File: src/rtl/usb_lsrx_pkg.sv
`timescale 1ns/1ps
package usb_lsrx_pkg;
  typedef enum logic [2:0] {
    ST_HUNT,
    ST_SYNC,
    ST_DATA,
    ST_DRAIN,
    ST_WAIT_J
  } rx_state_t;

  // run of decoded ones after which a stuffed bit follows
  localparam int STUFF_RUN = 6;
endpackage

File: src/rtl/usb_lsrx_sync.sv
`timescale 1ns/1ps
module usb_lsrx_sync #(
  parameter int              WIDTH   = 2,
  parameter int              STAGES  = 2,
  parameter logic [WIDTH-1:0] RST_VAL = '0
) (
  input  logic             clk,
  input  logic             rst_n,
  input  logic [WIDTH-1:0] d,
  output logic [WIDTH-1:0] q
);
  generate
    for (genvar i = 0; i < STAGES; i++) begin : g_stage
      logic [WIDTH-1:0] din;
      logic [WIDTH-1:0] flop_q;
      if (i == 0) begin : g_first
        assign din = d;
      end else begin : g_rest
        assign din = g_stage[i-1].flop_q;
      end
      always_ff @(posedge clk or negedge rst_n) begin
        if (!rst_n) flop_q <= RST_VAL;
        else        flop_q <= din;
      end
    end
  endgenerate

  assign q = g_stage[STAGES-1].flop_q;
endmodule

File: src/rtl/usb_lsrx_phase.sv
`timescale 1ns/1ps
module usb_lsrx_phase #(
  parameter int OVERSAMPLE = 8
) (
  input  logic clk,
  input  logic rst_n,
  input  logic dm_s,
  output logic dm_edge,
  output logic bit_strobe
);
  localparam int CW        = $clog2(OVERSAMPLE);
  localparam int SAMPLE_AT = OVERSAMPLE / 2;

  logic          dm_q;
  logic [CW-1:0] cnt_q, cnt_d;

  assign dm_edge    = dm_s ^ dm_q;
  assign bit_strobe = !dm_edge && (cnt_q == CW'(SAMPLE_AT));

  // the edge cycle counts as phase 0, so the next cycle is phase 1
  always_comb begin
    if (dm_edge)                           cnt_d = CW'(1);
    else if (cnt_q == CW'(OVERSAMPLE - 1)) cnt_d = '0;
    else                                   cnt_d = cnt_q + 1'b1;
  end

  always_ff @(posedge clk or negedge rst_n) begin
    if (!rst_n) begin
      dm_q  <= 1'b1;
      cnt_q <= '0;
    end else begin
      dm_q  <= dm_s;
      cnt_q <= cnt_d;
    end
  end

  assert_strobe_spacing_R6: assert property (@(posedge clk) disable iff (!rst_n)
    bit_strobe |=> !bit_strobe);
  assert_edge_realigns_R6: assert property (@(posedge clk) disable iff (!rst_n)
    dm_edge |=> !bit_strobe);
endmodule

File: src/rtl/usb_lsrx_decoder.sv
`timescale 1ns/1ps
module usb_lsrx_decoder
  import usb_lsrx_pkg::*;
#(
  parameter int MAX_BYTES = 8
) (
  input  logic       clk,
  input  logic       rst_n,
  input  logic       dp_s,
  input  logic       dm_s,
  input  logic       dm_edge,
  input  logic       bit_strobe,
  output logic [7:0] rx_data,
  output logic       rx_valid,
  output logic       rx_eop,
  output logic       rx_overflow
);
  localparam int BCW = $clog2(MAX_BYTES + 1);
  localparam int OCW = $clog2(STUFF_RUN + 1);

  rx_state_t      st_q, st_d;
  logic           lvl_q, lvl_d;
  logic [OCW-1:0] ones_q, ones_d;
  logic [2:0]     bit_q, bit_d;
  logic [7:0]     sh_q, sh_d;
  logic [BCW-1:0] byte_q, byte_d;
  logic [7:0]     data_d;
  logic           valid_d, eop_d, ovf_d;
  logic           line_se0, line_j, nrzi_bit;

  assign line_se0 = !dp_s && !dm_s;
  assign line_j   = dm_s && !dp_s;
  assign nrzi_bit = (dm_s == lvl_q);

  always_comb begin
    st_d    = st_q;
    lvl_d   = lvl_q;
    ones_d  = ones_q;
    bit_d   = bit_q;
    sh_d    = sh_q;
    byte_d  = byte_q;
    data_d  = rx_data;
    valid_d = 1'b0;
    eop_d   = 1'b0;
    ovf_d   = 1'b0;
    unique case (st_q)
      ST_HUNT: begin
        if (dm_edge && !dm_s && dp_s) begin
          st_d  = ST_SYNC;
          lvl_d = 1'b1;
        end
      end
      ST_SYNC: begin
        if (bit_strobe) begin
          if (line_se0) begin
            st_d = ST_WAIT_J;
          end else if (dm_s == lvl_q) begin
            if (!dm_s) begin
              st_d   = ST_DATA;
              ones_d = OCW'(1);
              bit_d  = '0;
              byte_d = '0;
            end else begin
              st_d = ST_HUNT;
            end
          end else begin
            lvl_d = dm_s;
          end
        end
      end
      ST_DATA: begin
        if (bit_strobe) begin
          if (line_se0) begin
            eop_d = 1'b1;
            st_d  = ST_WAIT_J;
          end else begin
            lvl_d = dm_s;
            if (ones_q == OCW'(STUFF_RUN)) begin
              ones_d = '0;
            end else begin
              ones_d = nrzi_bit ? ones_q + 1'b1 : '0;
              sh_d   = {nrzi_bit, sh_q[7:1]};
              bit_d  = bit_q + 1'b1;
              if (bit_q == 3'd7) begin
                if (byte_q == BCW'(MAX_BYTES)) begin
                  ovf_d = 1'b1;
                  st_d  = ST_DRAIN;
                end else begin
                  valid_d = 1'b1;
                  data_d  = sh_d;
                  byte_d  = byte_q + 1'b1;
                end
              end
            end
          end
        end
      end
      ST_DRAIN: begin
        if (line_se0) st_d = ST_WAIT_J;
      end
      ST_WAIT_J: begin
        if (line_j) st_d = ST_HUNT;
      end
      default: st_d = ST_HUNT;
    endcase
  end

  always_ff @(posedge clk or negedge rst_n) begin
    if (!rst_n) begin
      st_q        <= ST_HUNT;
      lvl_q       <= 1'b1;
      ones_q      <= '0;
      bit_q       <= '0;
      sh_q        <= '0;
      byte_q      <= '0;
      rx_data     <= '0;
      rx_valid    <= 1'b0;
      rx_eop      <= 1'b0;
      rx_overflow <= 1'b0;
    end else begin
      st_q        <= st_d;
      lvl_q       <= lvl_d;
      ones_q      <= ones_d;
      bit_q       <= bit_d;
      sh_q        <= sh_d;
      byte_q      <= byte_d;
      rx_data     <= data_d;
      rx_valid    <= valid_d;
      rx_eop      <= eop_d;
      rx_overflow <= ovf_d;
    end
  end

  assert_data_in_packet_R2: assert property (@(posedge clk) disable iff (!rst_n)
    rx_valid |-> st_q == ST_DATA);
  assert_valid_single_R4: assert property (@(posedge clk) disable iff (!rst_n)
    rx_valid |=> !rx_valid);
  assert_ones_bound_R5: assert property (@(posedge clk) disable iff (!rst_n)
    ones_q <= OCW'(STUFF_RUN));
  assert_eop_closes_R7: assert property (@(posedge clk) disable iff (!rst_n)
    rx_eop |-> st_q == ST_WAIT_J);
  assert_overflow_at_limit_R8: assert property (@(posedge clk) disable iff (!rst_n)
    rx_overflow |-> byte_q == BCW'(MAX_BYTES));
  assert_strobes_exclusive_R9: assert property (@(posedge clk) disable iff (!rst_n)
    $onehot0({rx_valid, rx_eop, rx_overflow}));
endmodule

File: src/rtl/usb_ls_rx.sv
`timescale 1ns/1ps
module usb_ls_rx #(
  parameter int OVERSAMPLE = 8,
  parameter int MAX_BYTES  = 8
) (
  input  logic       clk,
  input  logic       rst_n,
  input  logic       usb_dp,
  input  logic       usb_dm,
  output logic [7:0] rx_data,
  output logic       rx_valid,
  output logic       rx_eop,
  output logic       rx_overflow
);
  logic [1:0] rst_sync_q;
  logic       core_rst_n;
  logic [1:0] line_s;
  logic       dm_edge, bit_strobe;

  always_ff @(posedge clk or negedge rst_n) begin
    if (!rst_n) rst_sync_q <= 2'b00;
    else        rst_sync_q <= {rst_sync_q[0], 1'b1};
  end
  assign core_rst_n = rst_sync_q[1];

  // bit 1 = D+, bit 0 = D-, reset to the idle level
  usb_lsrx_sync #(.WIDTH(2), .STAGES(2), .RST_VAL(2'b01)) u_sync (
    .clk   (clk),
    .rst_n (core_rst_n),
    .d     ({usb_dp, usb_dm}),
    .q     (line_s)
  );

  usb_lsrx_phase #(.OVERSAMPLE(OVERSAMPLE)) u_phase (
    .clk        (clk),
    .rst_n      (core_rst_n),
    .dm_s       (line_s[0]),
    .dm_edge    (dm_edge),
    .bit_strobe (bit_strobe)
  );

  usb_lsrx_decoder #(.MAX_BYTES(MAX_BYTES)) u_dec (
    .clk         (clk),
    .rst_n       (core_rst_n),
    .dp_s        (line_s[1]),
    .dm_s        (line_s[0]),
    .dm_edge     (dm_edge),
    .bit_strobe  (bit_strobe),
    .rx_data     (rx_data),
    .rx_valid    (rx_valid),
    .rx_eop      (rx_eop),
    .rx_overflow (rx_overflow)
  );
endmodule

File: config.mk
export PLATFORM = sky130hd
export DESIGN_NAME = usb_ls_rx
export DESIGN_NICKNAME = d
export VERILOG_FILES = /design/src/rtl/usb_lsrx_pkg.sv /design/src/rtl/usb_lsrx_sync.sv /design/src/rtl/usb_lsrx_phase.sv /design/src/rtl/usb_lsrx_decoder.sv /design/src/rtl/usb_ls_rx.sv
export SDC_FILE = /design/constraint.sdc
export NUM_CORES = 1
export LEC_CHECK = 0
export CAP_MARGIN = 10
export CELL_PAD_IN_SITES_DETAIL_PLACEMENT = 0
export CELL_PAD_IN_SITES_GLOBAL_PLACEMENT = 2
export CORE_MARGIN = 2
export CORE_UTILIZATION = 43
export CTS_BUF_LIST = sky130_fd_sc_hd__clkbuf_16
export CTS_CLUSTER_DIAMETER = 150
export DETAILED_ROUTE_END_ITERATION = 7
export GPL_TIMING_DRIVEN = 1
export PLACE_DENSITY = 0.84
export SLEW_MARGIN = 10
export SYNTH_ARGS = -nofsm -noshare
export SYNTH_HDL_FRONTEND = slang
export SYNTH_HIERARCHICAL = 1
export SYNTH_SLANG_ARGS = --single-unit
File: constraint.sdc
create_clock -name clk -period 3.46 [get_ports clk]
set_input_delay 0.519 -clock clk [delete_from_list [all_inputs] [get_ports clk]]
set_output_delay 0.519 -clock clk [all_outputs]
set_load 0.005 [all_outputs]
Word level (Yosys, flattened, before mapping)

Cells that the tools add are included.
Widths: inputs -> output; s select.

Register bits: 43
Input bits: 4

$add $sub $neg: 4
Equality and inequality tests: 27
Mux-type cells: 64
Bitwise gates (word level): 4
Reduce and logical (&&, ||, !) cells: 18

Operators with widths:

| operator            | count |
|---|---|
| $mux 3              | 28 |
| $mux 4              | 9 |
| $mux 1              | 21 |
| $ne 2x2->1 const B  | 8 |
| $eq 3x3->1 const B  | 5 |
| $pmux 3 s5          | 1 |
| $reduce_and 7->1    | 2 |
| $pmux 3 s2          | 2 |
| $ne 2x1->1 const B  | 5 |
| $reduce_and 10->1   | 1 |
| $add 3x1->3 const B | 3 |
| $ne 3x1->1 const B  | 3 |
| $reduce_and 9->1    | 1 |
| $pmux 4 s2          | 1 |
| $reduce_and 8->1    | 1 |
| $eq 3x2->1 const B  | 2 |
| $reduce_and 6->1    | 1 |
| $logic_and 1x1->1   | 5 |
| $add 4x1->4 const B | 1 |
| $eq 4x4->1 const B  | 1 |
| $reduce_and 4->1    | 1 |
| $eq 3x1->1 const B  | 1 |
| $logic_not 1->1     | 3 |
| $logic_not 3->1     | 1 |
| 8 further kinds     | 10 |

Longest topological paths before layout

Depth in word-level cells: 7
Gate-level depth with buffers: 8
Gate-level depth less buffers: 7

Hierarchy

Netlist, hierarchy kept.

Modules (own cells, without submodules):

| module           | instances | cells an instance | area each (sq um) |
|---|---|---|---|
| usb_lsrx_decoder | 1         | 145               | 1697.9 |
| usb_lsrx_phase   | 1         | 15                | 190.2 |
| usb_lsrx_sync    | 1         | 4                 | 102.6 |
| usb_ls_rx        | 1         | 3                 | 53.8 |

Worst setup path before layout

OpenSTA, ideal clock, no wires.

Kind: flip-flop to flip-flop
From: reg u_sync.g_stage[1].flop_q[0], in the netlist u_sync/q[0]
To: reg u_dec.rx_data[0]
Library setup time: 125 ps
Arrival time: 2094 ps
Slack: 1241 ps
Stages on the path, launching flop included: 8
Path buffers: 1
Cells stage by stage: dfstp_2 > xnor2_2 > and3_1 > or2b_1 > nor4_4 > and3_1 > buf_4 > mux2_2

Longest elaborated chain between the ends: 4

Ends and longest elaborated chain:

| what                       | RTL line                | RTL |
|---|---|---|
| from (decl)                | usb_lsrx_sync.sv:15     | `logic [WIDTH-1:0] flop_q;` |
| from (signal assigned)     | usb_lsrx_sync.sv:23     | `else flop_q <= din;` |
| $xor 1x1->1                | usb_lsrx_phase.sv:17    | `assign dm_edge = dm_s ^ dm_q;` |
| $logic_not 1->1            | usb_lsrx_phase.sv:18    | `assign bit_strobe = !dm_edge && (cnt_q == CW'(SAMPLE_AT));` |
| $logic_and 1x1->1          | usb_lsrx_phase.sv:18    |  |
| net bit_strobe             | usb_ls_rx.sv:18         | `logic dm_edge, bit_strobe;` |
| $reduce_and 6->1 (no line) | --                      |  |
| to (signal assigned)       | usb_lsrx_decoder.sv:127 | `rx_data <= data_d;` |
| to (decl)                  | usb_lsrx_decoder.sv:13  | `output logic [7:0] rx_data,` |

The timed path passes the listed nets, and every way through them passes these cells.
A chain may end at the register's enable or synchronous reset.

Worst setup path after layout

From: reg u_sync.g_stage[1].flop_q[0], in the netlist u_sync/q[0]
To: reg u_dec.rx_data[6]

Same word-level chain as after synthesis.

==> results.ini <==
[run_status]
outcome=completed

[timing]
rsz0062_at_grt=false
tns_ps=0
layout_setup_ws_ps=672.0
max_freq_mhz=358.7
tightest_slew_ps=605.5
hold_violations=0
fin_skew_ps=7.790
fin_crit_sh=0.8058
slew_headroom=0.5949
hold_slack_ps=269.4
min_period_ps=2788
setup_violations=0
drv_slew=0

[drt]
drtIter0Drc=54
drc_errors=0
antenna_left=0
avgViaCountPerCell=5.523
vias=1309
routed_wl_um=3577
dr.pass1.iters=4
avgRoutedWirePerCell_um=15.09

[setup_path]
startpoint_type=flip-flop
critPathKind=flip-flop to flip-flop
reg2reg_to=u_dec/rx_data[6]
setup.worst_path.end_class=flip-flop
cp.arrival_ps=2950
max_stage_delay_ps=720
regToRegStartpoint=u_sync/q[0]
critPathSlowestCell=dfstp_2
ff2ff_setup_slack_ps=670
cp_max_fo=16
worstPathCellList=xnor2_2, and3_1, or2b_1, nor4_4, buf_4, and3_1, mux2_2
reg2reg_depth=7
crit_required_ps=3620
path_common_cell=and3_1

[floorplan]
die_area_mm2=0.005322
fp-row-count=25
dieWidth_um=72.96
die_y_um=72.96
io_pins=15
start_util=0.4387
core_mm2=0.004661

[cts]
cts-root-buf=clkbuf_16
cts_hold_buf=0
cts_tree=done
clock-sinks=42
cts_inserted_buffers=5
cts_setup_buffers=0
clk_latency_ps=280
cts_buffer_depth=2
clk_pin_slew_ps=60
h-tree-depth=2
post_cts_resized=0

[run]
drv_cap=0

[power_and_ir_drop]
ir_drop_mv=0.2908
p_per_area_mw_per_mm2=566.6
leakage_nw=1.123
total_power_mw=1.353

[global_routing]
gr-max-usage-layer=met2
grt_pass1_wl_um=6589
use_met2=0.2606
grtUsageTotal=0.1647
use_met1=0.2139
grt_max_degree=29
grt_pass1_vias=1414
grt_overflow=0
antenna_found_initial=0
use_met3=0.04558

[finish]
design_area_mm2=0.002389
num-nets-final=196
diodes=0
n_fill_cell=410
instances_no_fill=237
area_growth_pct=16.83
utilization=0.5125
drive_above_1_share=0.2350

[yosys]
synth_commonest_cells=38 x dfrtp_1, 16 x mux2_2, 11 x inv_1, 10 x ha_1
netlist_instances=167
syn_area_mm2=0.002044
synth-edff-count=0
seq_area_frac_synth=0.5165
ys_top_cells_by_area=dfrtp_1 47%, mux2_2 8.8%, ha_1 6.1%
syn_nets=181
ys_warn_count=6
synth_largest_area_cell=dfrtp_1
synth_flop_cell=dfrtp_1
synth_cell_types=49
yosys_register_bits=42
ys_async_sr_fraction=1.000
synth_most_common_cell=dfrtp_1
yosysTopAreaCellShare=0.4651
avgSynthCellArea_um2=12.24

[placed_design]
portBuffers=14
place_ws_ps=677.9
place_congestion=0.8635
placedCellCount=229
post_dp_cell_area_mm2=0.002221
dpl.hpwl_um=2598

[hold_path]
min_path_type=flip-flop to asynchronous set/reset pin

-- placed cells by master, fill, tap and decap left out, types with 4 or more instances in the layout --
cell type	Yosys	routed
and3_1	4	4
and2_1	5	5
clkdlybuf4s50_1	0	14
nor2_1	6	6
dfstp_2	4	4
clkbuf_16	0	5
nand2_1	5	5
inv_1	11	12
ha_1	10	10
o21ai_0	6	6
dfrtp_1	38	37
nor4_1	5	5
mux2_2	16	16
-- layer usage --
layer / routed length (um) / vias to the layer above
li1: - / 622
met1: 1670 / 665
met2: 1756 / 18
met3: 106 / 4
met4: 44 / 0
met5: 0 / -
-- cell families (layout without fill, tap and decap cells) --
| logic type | Yosys count | after routing | synth area share |
|---|---|---|---|
| DFF | 42 | 42 | 0.5165 |
| other | 1 | 1 | 0.001834 |
| muxes | 19 | 19 | 0.1077 |
| buffers and inverters | 19 | 35 | 0.04283 |
| xor gates and xnor gates | 4 | 4 | 0.02081 |
| and+or+nand+nor | 45 | 45 | 0.1401 |
| AOI/OAI and AO/OA | 27 | 27 | 0.1089 |
| adders and majority gates | 10 | 10 | 0.06120 |
-- where the power goes --
group	switching, mW	internal (mW)	leakage, nW
Clock	0.179	0.337	0.0812
Combinational	0.136	0.110	0.488
Sequential	0.0609	0.531	0.554
Total	0.376	0.978	1.12
-- flip-flops by register name, indices dropped and copies added, names as in the netlist, 2 cells and up --
name,count
u_dec/rx_data,8
u_dec/sh_q,7
u_dec/byte_q,4
u_dec/bit_q,3
u_dec/ones_q,3
u_dec/st_q,3
u_phase/cnt_q,3
rst_sync_q,2
u_sync/g_stage.flop_q,2
u_sync/q,2
-- area by class of cell --
class	count	area, um^2	share of cell area
Inverter	11	41.29	0.01729
Clock inverter	3	41.29	0.01729
Clock buffer	5	125.1	0.05238
Tap cell	54	67.56	0.02829
Timing Repair Buffer	16	155.1	0.06496
Multi-Input combinational cell	106	900.9	0.3772
Sequential cell	42	1057	0.4426
-- critical path, delay by kind of cell (launching register included) --
kind          cells  cell delay (ps)
simple gates      4             1130
buf+inv           1              230
flops             1              720
mux               1              390
xor+xnor          1              180
-- worst max-delay path by stage --
stage | from | end | slack [ps] | cells after the start
after global placement | u_sync/q[0] | u_dec/rx_data[7] | 780 | 7
after detailed placement | u_sync/q[0] | u_dec/rx_data[5] | 680 | 7
after CTS | u_sync/q[0] | u_dec/rx_data[6] | 660 | 7
final | u_sync/q[0] | u_dec/rx_data[6] | 670 | 7
after global routing | u_sync/q[0] | u_dec/rx_data[1] | 480 | 7
after floorplan | u_sync/q[0] | u_dec/rx_data[0] | 1240 | 7
Note: power is estimated with default switching activity, not from simulation.
